### src/rtl/capt_pkg.sv
package capt_pkg;
  localparam logic [3:0] MODE_OFF    = 4'b0000;
  localparam logic [3:0] MODE_FALL   = 4'b0100;
  localparam logic [3:0] MODE_RISE   = 4'b0101;
  localparam logic [3:0] MODE_RISE4  = 4'b0110;
  localparam logic [3:0] MODE_RISE16 = 4'b0111;

  typedef struct packed {
    logic load;   // copy timer value and raise flag
    logic wipe;   // off mode: clear register and flag
  } capStrobe_t;
endpackage

### src/rtl/capt_ctrl.sv
module capt_ctrl
  import capt_pkg::*;
#(
  parameter int SYNC_STAGES = 2,
  parameter int DIV_LO      = 4,
  parameter int DIV_HI      = 16
) (
  input  logic       clk,
  input  logic       rstN,
  input  logic       pinIn,
  input  logic [3:0] modeSel,
  output capStrobe_t strb
);
  localparam int CNT_W = (DIV_HI > 2) ? $clog2(DIV_HI) : 1;

  logic [SYNC_STAGES-1:0] syncChain;
  logic                   syncPin, prevPin;
  logic [3:0]             prevMode;
  logic [CNT_W-1:0]       edgeCnt, lastCnt;
  logic                   riseEdge, fallEdge, evt, isCapMode, modeChg, hitLast;

  always_ff @(posedge clk) begin
    if (!rstN) begin
      syncChain <= '0;
      prevPin   <= 1'b0;
      prevMode  <= MODE_OFF;
    end else begin
      syncChain <= {syncChain[SYNC_STAGES-2:0], pinIn};
      prevPin   <= syncPin;
      prevMode  <= modeSel;
    end
  end

  assign syncPin   = syncChain[SYNC_STAGES-1];
  assign riseEdge  = syncPin & ~prevPin;
  assign fallEdge  = ~syncPin & prevPin;
  assign isCapMode = (modeSel[3:2] == 2'b01);
  assign modeChg   = (modeSel != prevMode);
  assign evt       = (modeSel == MODE_FALL) ? fallEdge : riseEdge;

  always_comb begin
    case (modeSel)
      MODE_RISE4:  lastCnt = CNT_W'(DIV_LO - 1);
      MODE_RISE16: lastCnt = CNT_W'(DIV_HI - 1);
      default:     lastCnt = '0;
    endcase
  end

  assign hitLast   = (edgeCnt == lastCnt);
  assign strb.load = isCapMode && !modeChg && evt && hitLast;
  assign strb.wipe = (modeSel == MODE_OFF);

  always_ff @(posedge clk) begin
    if (!rstN || !isCapMode || modeChg) edgeCnt <= '0;
    else if (evt) edgeCnt <= hitLast ? '0 : edgeCnt + 1'b1;
  end

  p_mode_change_clears_r10: assert property (@(posedge clk) disable iff (!rstN)
    modeChg |=> (edgeCnt == '0));
  p_off_clears_count_r8: assert property (@(posedge clk) disable iff (!rstN)
    (modeSel == MODE_OFF) |=> (edgeCnt == '0));
  p_fall_only_r3: assert property (@(posedge clk) disable iff (!rstN)
    (strb.load && modeSel == MODE_FALL) |-> (!syncPin && $past(syncPin)));
  p_rise_only_r2: assert property (@(posedge clk) disable iff (!rstN)
    (strb.load && modeSel == MODE_RISE) |-> (syncPin && !$past(syncPin)));
  p_div4_count_r4: assert property (@(posedge clk) disable iff (!rstN)
    (strb.load && modeSel == MODE_RISE4) |-> (edgeCnt == CNT_W'(DIV_LO - 1)));
  p_div16_count_r5: assert property (@(posedge clk) disable iff (!rstN)
    (strb.load && modeSel == MODE_RISE16) |-> (edgeCnt == CNT_W'(DIV_HI - 1)));
  p_reserved_quiet_r9: assert property (@(posedge clk) disable iff (!rstN)
    $onehot0({strb.load, strb.wipe}));
endmodule

### src/rtl/capt_datapath.sv
module capt_datapath
  import capt_pkg::*;
#(
  parameter int TIMER_W = 16
) (
  input  logic               clk,
  input  logic               rstN,
  input  logic [TIMER_W-1:0] timerVal,
  input  logic               flagClr,
  input  capStrobe_t         strb,
  output logic [TIMER_W-1:0] capValue,
  output logic               capFlag
);
  always_ff @(posedge clk) begin
    if (!rstN || strb.wipe) begin
      capValue <= '0;
      capFlag  <= 1'b0;
    end else begin
      if (strb.load) capValue <= timerVal;
      if (strb.load)    capFlag <= 1'b1;
      else if (flagClr) capFlag <= 1'b0;
    end
  end

  p_load_value_r2: assert property (@(posedge clk) disable iff (!rstN)
    strb.load |=> (capValue == $past(timerVal)));
  p_flag_sticky_r6: assert property (@(posedge clk) disable iff (!rstN)
    (capFlag && !flagClr && !strb.wipe) |=> capFlag);
  p_capture_wins_r7: assert property (@(posedge clk) disable iff (!rstN)
    (strb.load && flagClr) |=> capFlag);
  p_wipe_r8: assert property (@(posedge clk) disable iff (!rstN)
    strb.wipe |=> (capValue == '0 && !capFlag));
  p_hold_r9: assert property (@(posedge clk) disable iff (!rstN)
    (!strb.load && !strb.wipe) |=> $stable(capValue));
  p_clear_r11: assert property (@(posedge clk) disable iff (!rstN)
    (flagClr && !strb.load) |=> !capFlag);
endmodule

### src/rtl/pin_capture_unit.sv
module pin_capture_unit
  import capt_pkg::*;
#(
  parameter int TIMER_W     = 16,
  parameter int SYNC_STAGES = 2,
  parameter int DIV_LO      = 4,
  parameter int DIV_HI      = 16
) (
  input  logic               clk,
  input  logic               rstN,
  input  logic [TIMER_W-1:0] timerVal,
  input  logic               pinIn,
  input  logic [3:0]         modeSel,
  input  logic               flagClr,
  output logic [TIMER_W-1:0] capValue,
  output logic               capFlag
);
  capStrobe_t strb;

  capt_ctrl #(.SYNC_STAGES(SYNC_STAGES), .DIV_LO(DIV_LO), .DIV_HI(DIV_HI)) u_ctrl (
    .clk(clk), .rstN(rstN), .pinIn(pinIn), .modeSel(modeSel), .strb(strb)
  );

  capt_datapath #(.TIMER_W(TIMER_W)) u_dp (
    .clk(clk), .rstN(rstN), .timerVal(timerVal), .flagClr(flagClr),
    .strb(strb), .capValue(capValue), .capFlag(capFlag)
  );
endmodule

### config.mk
export PLATFORM = sky130hd
export DESIGN_NAME = pin_capture_unit
export DESIGN_NICKNAME = d
export VERILOG_FILES = /design/src/rtl/capt_pkg.sv /design/src/rtl/capt_ctrl.sv /design/src/rtl/capt_datapath.sv /design/src/rtl/pin_capture_unit.sv
export SDC_FILE = /design/constraint.sdc
export NUM_CORES = 1
export LEC_CHECK = 0
export ABC_AREA = 1
export ABC_CLOCK_PERIOD_IN_PS = 1200
export BUFFER_PORTS_ARGS = -buffer_cell sky130_fd_sc_hd__buf_2
export CELL_PAD_IN_SITES_DETAIL_PLACEMENT = 0
export CELL_PAD_IN_SITES_GLOBAL_PLACEMENT = 2
export CORE_ASPECT_RATIO = 0.6
export CORE_MARGIN = 10
export CORE_UTILIZATION = 25
export CTS_CLUSTER_SIZE = 16
export DETAILED_ROUTE_END_ITERATION = 6
export PLACE_DENSITY = 0.83
export SETUP_SLACK_MARGIN = 0.3
export SLEW_MARGIN = 30
export SYNTH_ARGS = -nofsm -noshare
export SYNTH_HDL_FRONTEND = slang
export SYNTH_SLANG_ARGS = --single-unit
### constraint.sdc
create_clock -name clk -period 1.2 [get_ports clk]
set_input_delay 0.24 -clock clk [delete_from_list [all_inputs] [get_ports clk]]
set_output_delay 0.24 -clock clk [all_outputs]
set_load 0.03 [all_outputs]
# [Yosys cells after proc, flatten, opt, wreduce, memory -nomap -nowiden]
# Cells that the tools add are included.
[totals] regBits=28 out_inout_bits=17
[classes] n_eq_ne=6 n_mux=5 add_sub_neg=1 n_reduce_logical=11 bitwise_logic=4
[op_table] op="4-bit by 3-bit equality test with 1-bit output, second input constant" count=3
[op_table] op="4-bit case mux with 2 select lines" count=1
[op_table] op="4-bit by 1-bit adder with 4-bit output, second input constant" count=1
[op_table] op="4-bit equality test" count=1
[op_table] op="4-bit zero test" count=1
[op_table] op="4-bit 2-to-1 mux" count=1
[op_table] op="4-bit != test" count=1
[op_table] op="1-bit logical AND" count=3
[op_table] op="1-bit zero test" count=3
[op_table] op="1-bit logical OR" count=3
[op_table] op="1-bit 2-to-1 mux" count=3
[op_table] op="1-bit AND" count=2
[op_table] op="2-bit by 1-bit equality test with 1-bit output, second input constant" count=1
[op_table] op="1-bit inverter" count=2
[op_table] op="2-bit nonzero test" count=1

# [Depth between registers and ports, before layout]
[depth] word_depth=6 mapped_depth=11 mapped_depth_nobuf=10

# [By module]
# From an unflattened synthesis, not the netlist that was laid out.
[unflattened] hier_cells=181 hier_area_um2=1353.8
[by_module_without_submodules] mod="capt_datapath" cells_per_inst=75 instances=1 seq_area_each_um2=340.3 area_each_um2=684.4
[by_module_without_submodules] mod="capt_ctrl" cells_per_inst=106 instances=1 seq_area_each_um2=220.2 area_each_um2=669.4

# [Worst setup path before layout]
# No wires, ideal clock.
[synth_timing] kind="input-to-reg" start="input modeSel[0]" end="register u_dp.capValue[10]" path_buffers=1 path_stages=9 slack_ps=-58 required_time_ps=1076 setup_ps=124 arrival_ps=1134 path_cell_list="nor2_1 -> nand2_2 -> nand2_2 -> nand2_4 -> nor2_8 -> nand2_4 -> buf_6 -> nand2_1 -> a21oi_2"
[synth_between] elab_chain_len=5 elab_cells_between_ends=13
[synth_rtl] element="start, declared" line_no="pin_capture_unit.sv:13" rtl="input logic [3:0] modeSel,"
[synth_rtl] element="parallel branches: the longest is 5 deep, another holds 4-bit by 3-bit equality test with 1-bit output"
[synth_rtl] element="end signal, assigned" line_no="capt_datapath.sv:19" rtl="if (strb.load) capValue <= timerVal;"
[synth_rtl] element="end, declared" line_no="capt_datapath.sv:11" rtl="output logic [TIMER_W-1:0] capValue,"
# Several ways; the timed one is not identified.
# A chain may end at the register's enable or synchronous reset.

# [Worst setup path after layout]
[layout_timing] start="register u_ctrl.prevMode[3]" end="register u_dp.capValue[13]"
[layout_between] elab_chain_len=5
[layout_rtl] element="start, declared" line_no="capt_ctrl.sv:18" rtl="logic [3:0] prevMode;"
[layout_rtl] element="start signal, assigned" line_no="capt_ctrl.sv:30" rtl="prevMode <= modeSel;"
[layout_rtl] element="4-bit != test" line_no="capt_ctrl.sv:38" rtl="assign modeChg = (modeSel != prevMode);"
[layout_rtl] element="1-bit zero test" line_no="capt_ctrl.sv:50" rtl="assign strb.load = isCapMode && !modeChg && evt && hitLast;"
[layout_rtl] element="1-bit logical AND (3 in series)" line_no="capt_ctrl.sv:50"
# No other way between the ends.

==> results.sh <==
export IMPL_whs_path_depth=3
export IMPL_synth_area_um2=1320
export IMPL_antenna_found_initial=0
export IMPL_dp_hpwl_um=2660
export IMPL_clk_path_buf_depth=2
export IMPL_critPathLaunch="u_ctrl.prevMode[3]"
export IMPL_tns_ps=-1110
export IMPL_crit_type="reg2reg"
export IMPL_power_frac_comb_pct=13.3
export IMPL_critPathArrivalTime_ps=1490
export IMPL_sw_frac_of_total_pct=24.0
export IMPL_die_area_um2=8680
export IMPL_first_pass_iters=4
export IMPL_synth_seq_cells=28
export IMPL_drtIter0Drc=59
export IMPL_end_kind="flop"
export IMPL_area_growth_pct=58.3
export IMPL_fmax_mhz=775
export IMPL_dp_cells=272
export IMPL_core_um2=5080
export IMPL_syn_inst=159
export IMPL_power_internal_uw=1260
export IMPL_synthDistinctLibCells=25
export IMPL_io_buffers=40
export IMPL_io_pins=41
export IMPL_finalHoldViolCount=0
export IMPL_vias_per_cell=4.13
export IMPL_hold_buffers=0
export IMPL_clk_latency_ps=270
export IMPL_finClkSkew_ps=5.06
export IMPL_final_common_cell="nand2_1"
export IMPL_startpoint_type="flop"
export IMPL_crit_chain="inv_1 -> nand2_1 -> nor2_1 -> nand3_2 -> nor2_8 -> clkbuf_16 -> nand3_2 -> a21oi_2"
export IMPL_drc=0
export IMPL_cts_htree_levels=1
export IMPL_synth_area_leaders="dfxtp_1 (43%), nand2_1 (13%), nand3_2 (8.3%)"
export IMPL_slowest_delay_ps=310
export IMPL_vias=1190
export IMPL_final_cell_mix="nand2_1 (40), buf_2 (23), dfxtp_2 (20)"
export IMPL_violations="setup timing"
export IMPL_fin_area_um2=2090
export IMPL_maxSlewViolCount=0
export IMPL_yosys_warnings=0
export IMPL_rows=20
export IMPL_cts_made_buffers=3
export IMPL_start_util_pct=26.0
export IMPL_p_leak_uw=0.000904
export IMPL_cpMostUsedCell="nand3_2"
export IMPL_synth_top_cell_area_share_pct=42.5
export IMPL_fillers=533
export IMPL_outcome="complete, but fails checks"
export IMPL_holdWs_ps=152
export IMPL_postRouteAntennaNets=0
export IMPL_slew_headroom_pct=86.4
export IMPL_grt_pass1_wl_um=5920
export IMPL_synth_area_leader_cell="dfxtp_1"
export IMPL_cp_required_ps=1400
export IMPL_maxCapViolations=0
export IMPL_grt_max_degree=18
export IMPL_syn_nets=184
export IMPL_post_route_min_period_ps=1290
export IMPL_hold_class="in2reg"
export IMPL_clkPwrFrac_pct=29.8
export IMPL_grt_overflow_total=0
export IMPL_die_y_um=76.3
export IMPL_antenna_cells=0
export IMPL_cp_max_fo=7
export IMPL_rr_worst_depth=8
export IMPL_wl_per_cell_um=12.6
export IMPL_cts_sinks=28
export IMPL_pwr_share_seq_pct=56.9
export IMPL_cts_clk_slew_worst_paths_ps=90
export IMPL_drt_wl_total_um=3640
export IMPL_post_dp_cell_area_um2=1700
export IMPL_ys_seq_area_share_pct=42.5
export IMPL_min_delay_start="pinIn"
export IMPL_die_x_um=114
export IMPL_layoutNonFillerInstCount=288
export IMPL_p_sw_uw=399
export IMPL_drive_gt1_share_pct=59.5
export IMPL_nNetsFinal=249
export IMPL_tightest_slew_ps=204
export IMPL_avgSynthCellArea_um2=8.29
export IMPL_cp_slowest_cell="dfxtp_1"
export IMPL_fin_ws_ps=-91.0
export IMPL_min_period_over_period_pct=108
export IMPL_place_congestion=0.777
export IMPL_rsz0062_at_grt="true"
export IMPL_cts_tree="built"
export IMPL_track_usage_pct=8.21
export IMPL_grt_pass1_vias=1203
export IMPL_setup_viol=19
export IMPL_root_buffer="clkbuf_8"
export IMPL_ir_worst_vdd_mv=0.400
export IMPL_power_density_nw_per_um2=796
export IMPL_timing_rr_start="u_ctrl.prevMode[3]"
-- logic make-up (layout without fill, tap and decap cells) --
kind of cell | Yosys count | after routing | share of synthesized area [%]
compound gates | 19 | 19 | 10.2
xor+xnor | 4 | 4 | 2.66
fa+ha+maj | 1 | 1 | 0.949
buf+inv | 24 | 87 | 9.49
flops | 28 | 28 | 42.5
simple gates | 83 | 83 | 34.2
-- power groups by stage --
stage	clock network, uW	logic, uW	registers, uW
after floorplan	0	91.4	967
after global placement	0	189	966
after detailed placement	0	189	966
after CTS	525	193	945
after global routing	561	242	947
final	495	221	945
-- registers in the layout, indices dropped and copies added, names as in the netlist --
signal	flops
u_ctrl.edgeCnt	4
u_ctrl.prevMode	4
u_ctrl.prevPin	1
u_ctrl.syncChain	2
u_dp.capFlag	1
u_dp.capValue	16
-- routing by layer --
metal  wire length (um)  global-route usage (%)  vias to the layer above
met1               1920                    11.6                      531
met5                  0                       0                        -
met3                204                    2.67                        2
met2               1480                    11.3                       26
li1                   -                       -                      631
met4                 40                    2.65                        0
-- worst paths after layout --
kind,end,slack (ps)
max,u_dp.capValue[13],-90
min,u_ctrl.syncChain[0],150
min reg2reg,u_ctrl.syncChain[1],420
max reg2reg,u_dp.capValue[13],-90
-- repair_timing --
item / in CTS / in global routing
pin swaps: 1 / 7
endpoints found under the setup margin: 38 / 38
gates cloned: 0 / 2
buffers inserted: 4 / 7
resized for setup: 51 / 20
-- Yosys cell counts, drive strengths merged --
library cell / count
nand2: 48
dfxtp: 28
nand3: 21
inv: 18
a21oi: 17
nor2: 10
buf: 4
nand3b: 3
xor2: 3
a21boi: 1
and2: 1
clkbuf: 1
clkinv: 1
ha: 1
o21ai: 1
xnor2: 1
-- area by class of cell --
| class | instances | area [um2] | share of cell area, % |
|---|---|---|---|
| multi-input cells | 107 | 718 | 34.4 |
| flip-flops and latches | 28 | 586 | 28.1 |
| repair buffers | 65 | 571 | 27.3 |
| inverters | 19 | 88.8 | 4.26 |
| well taps | 66 | 82.6 | 3.96 |
| clock buffers | 3 | 41.3 | 1.98 |
-- critical path: cells and delay by family (launching register included) --
family,cells,cell delay (ps)
compound gates,1,120
buf+inv,2,230
simple gates,5,560
flops,1,310
-- through the flow --
stage                     util, %  power, uW  setup WS (ps)
after detailed placement     33.5       1160           -250
after global routing         41.1       1750           -189
final                        41.1       1660          -91.0
after global placement       33.5       1160           -250
after CTS                    37.5       1660          -83.4
after floorplan                 -       1060          -25.2
(Power assumes the default switching activity.)
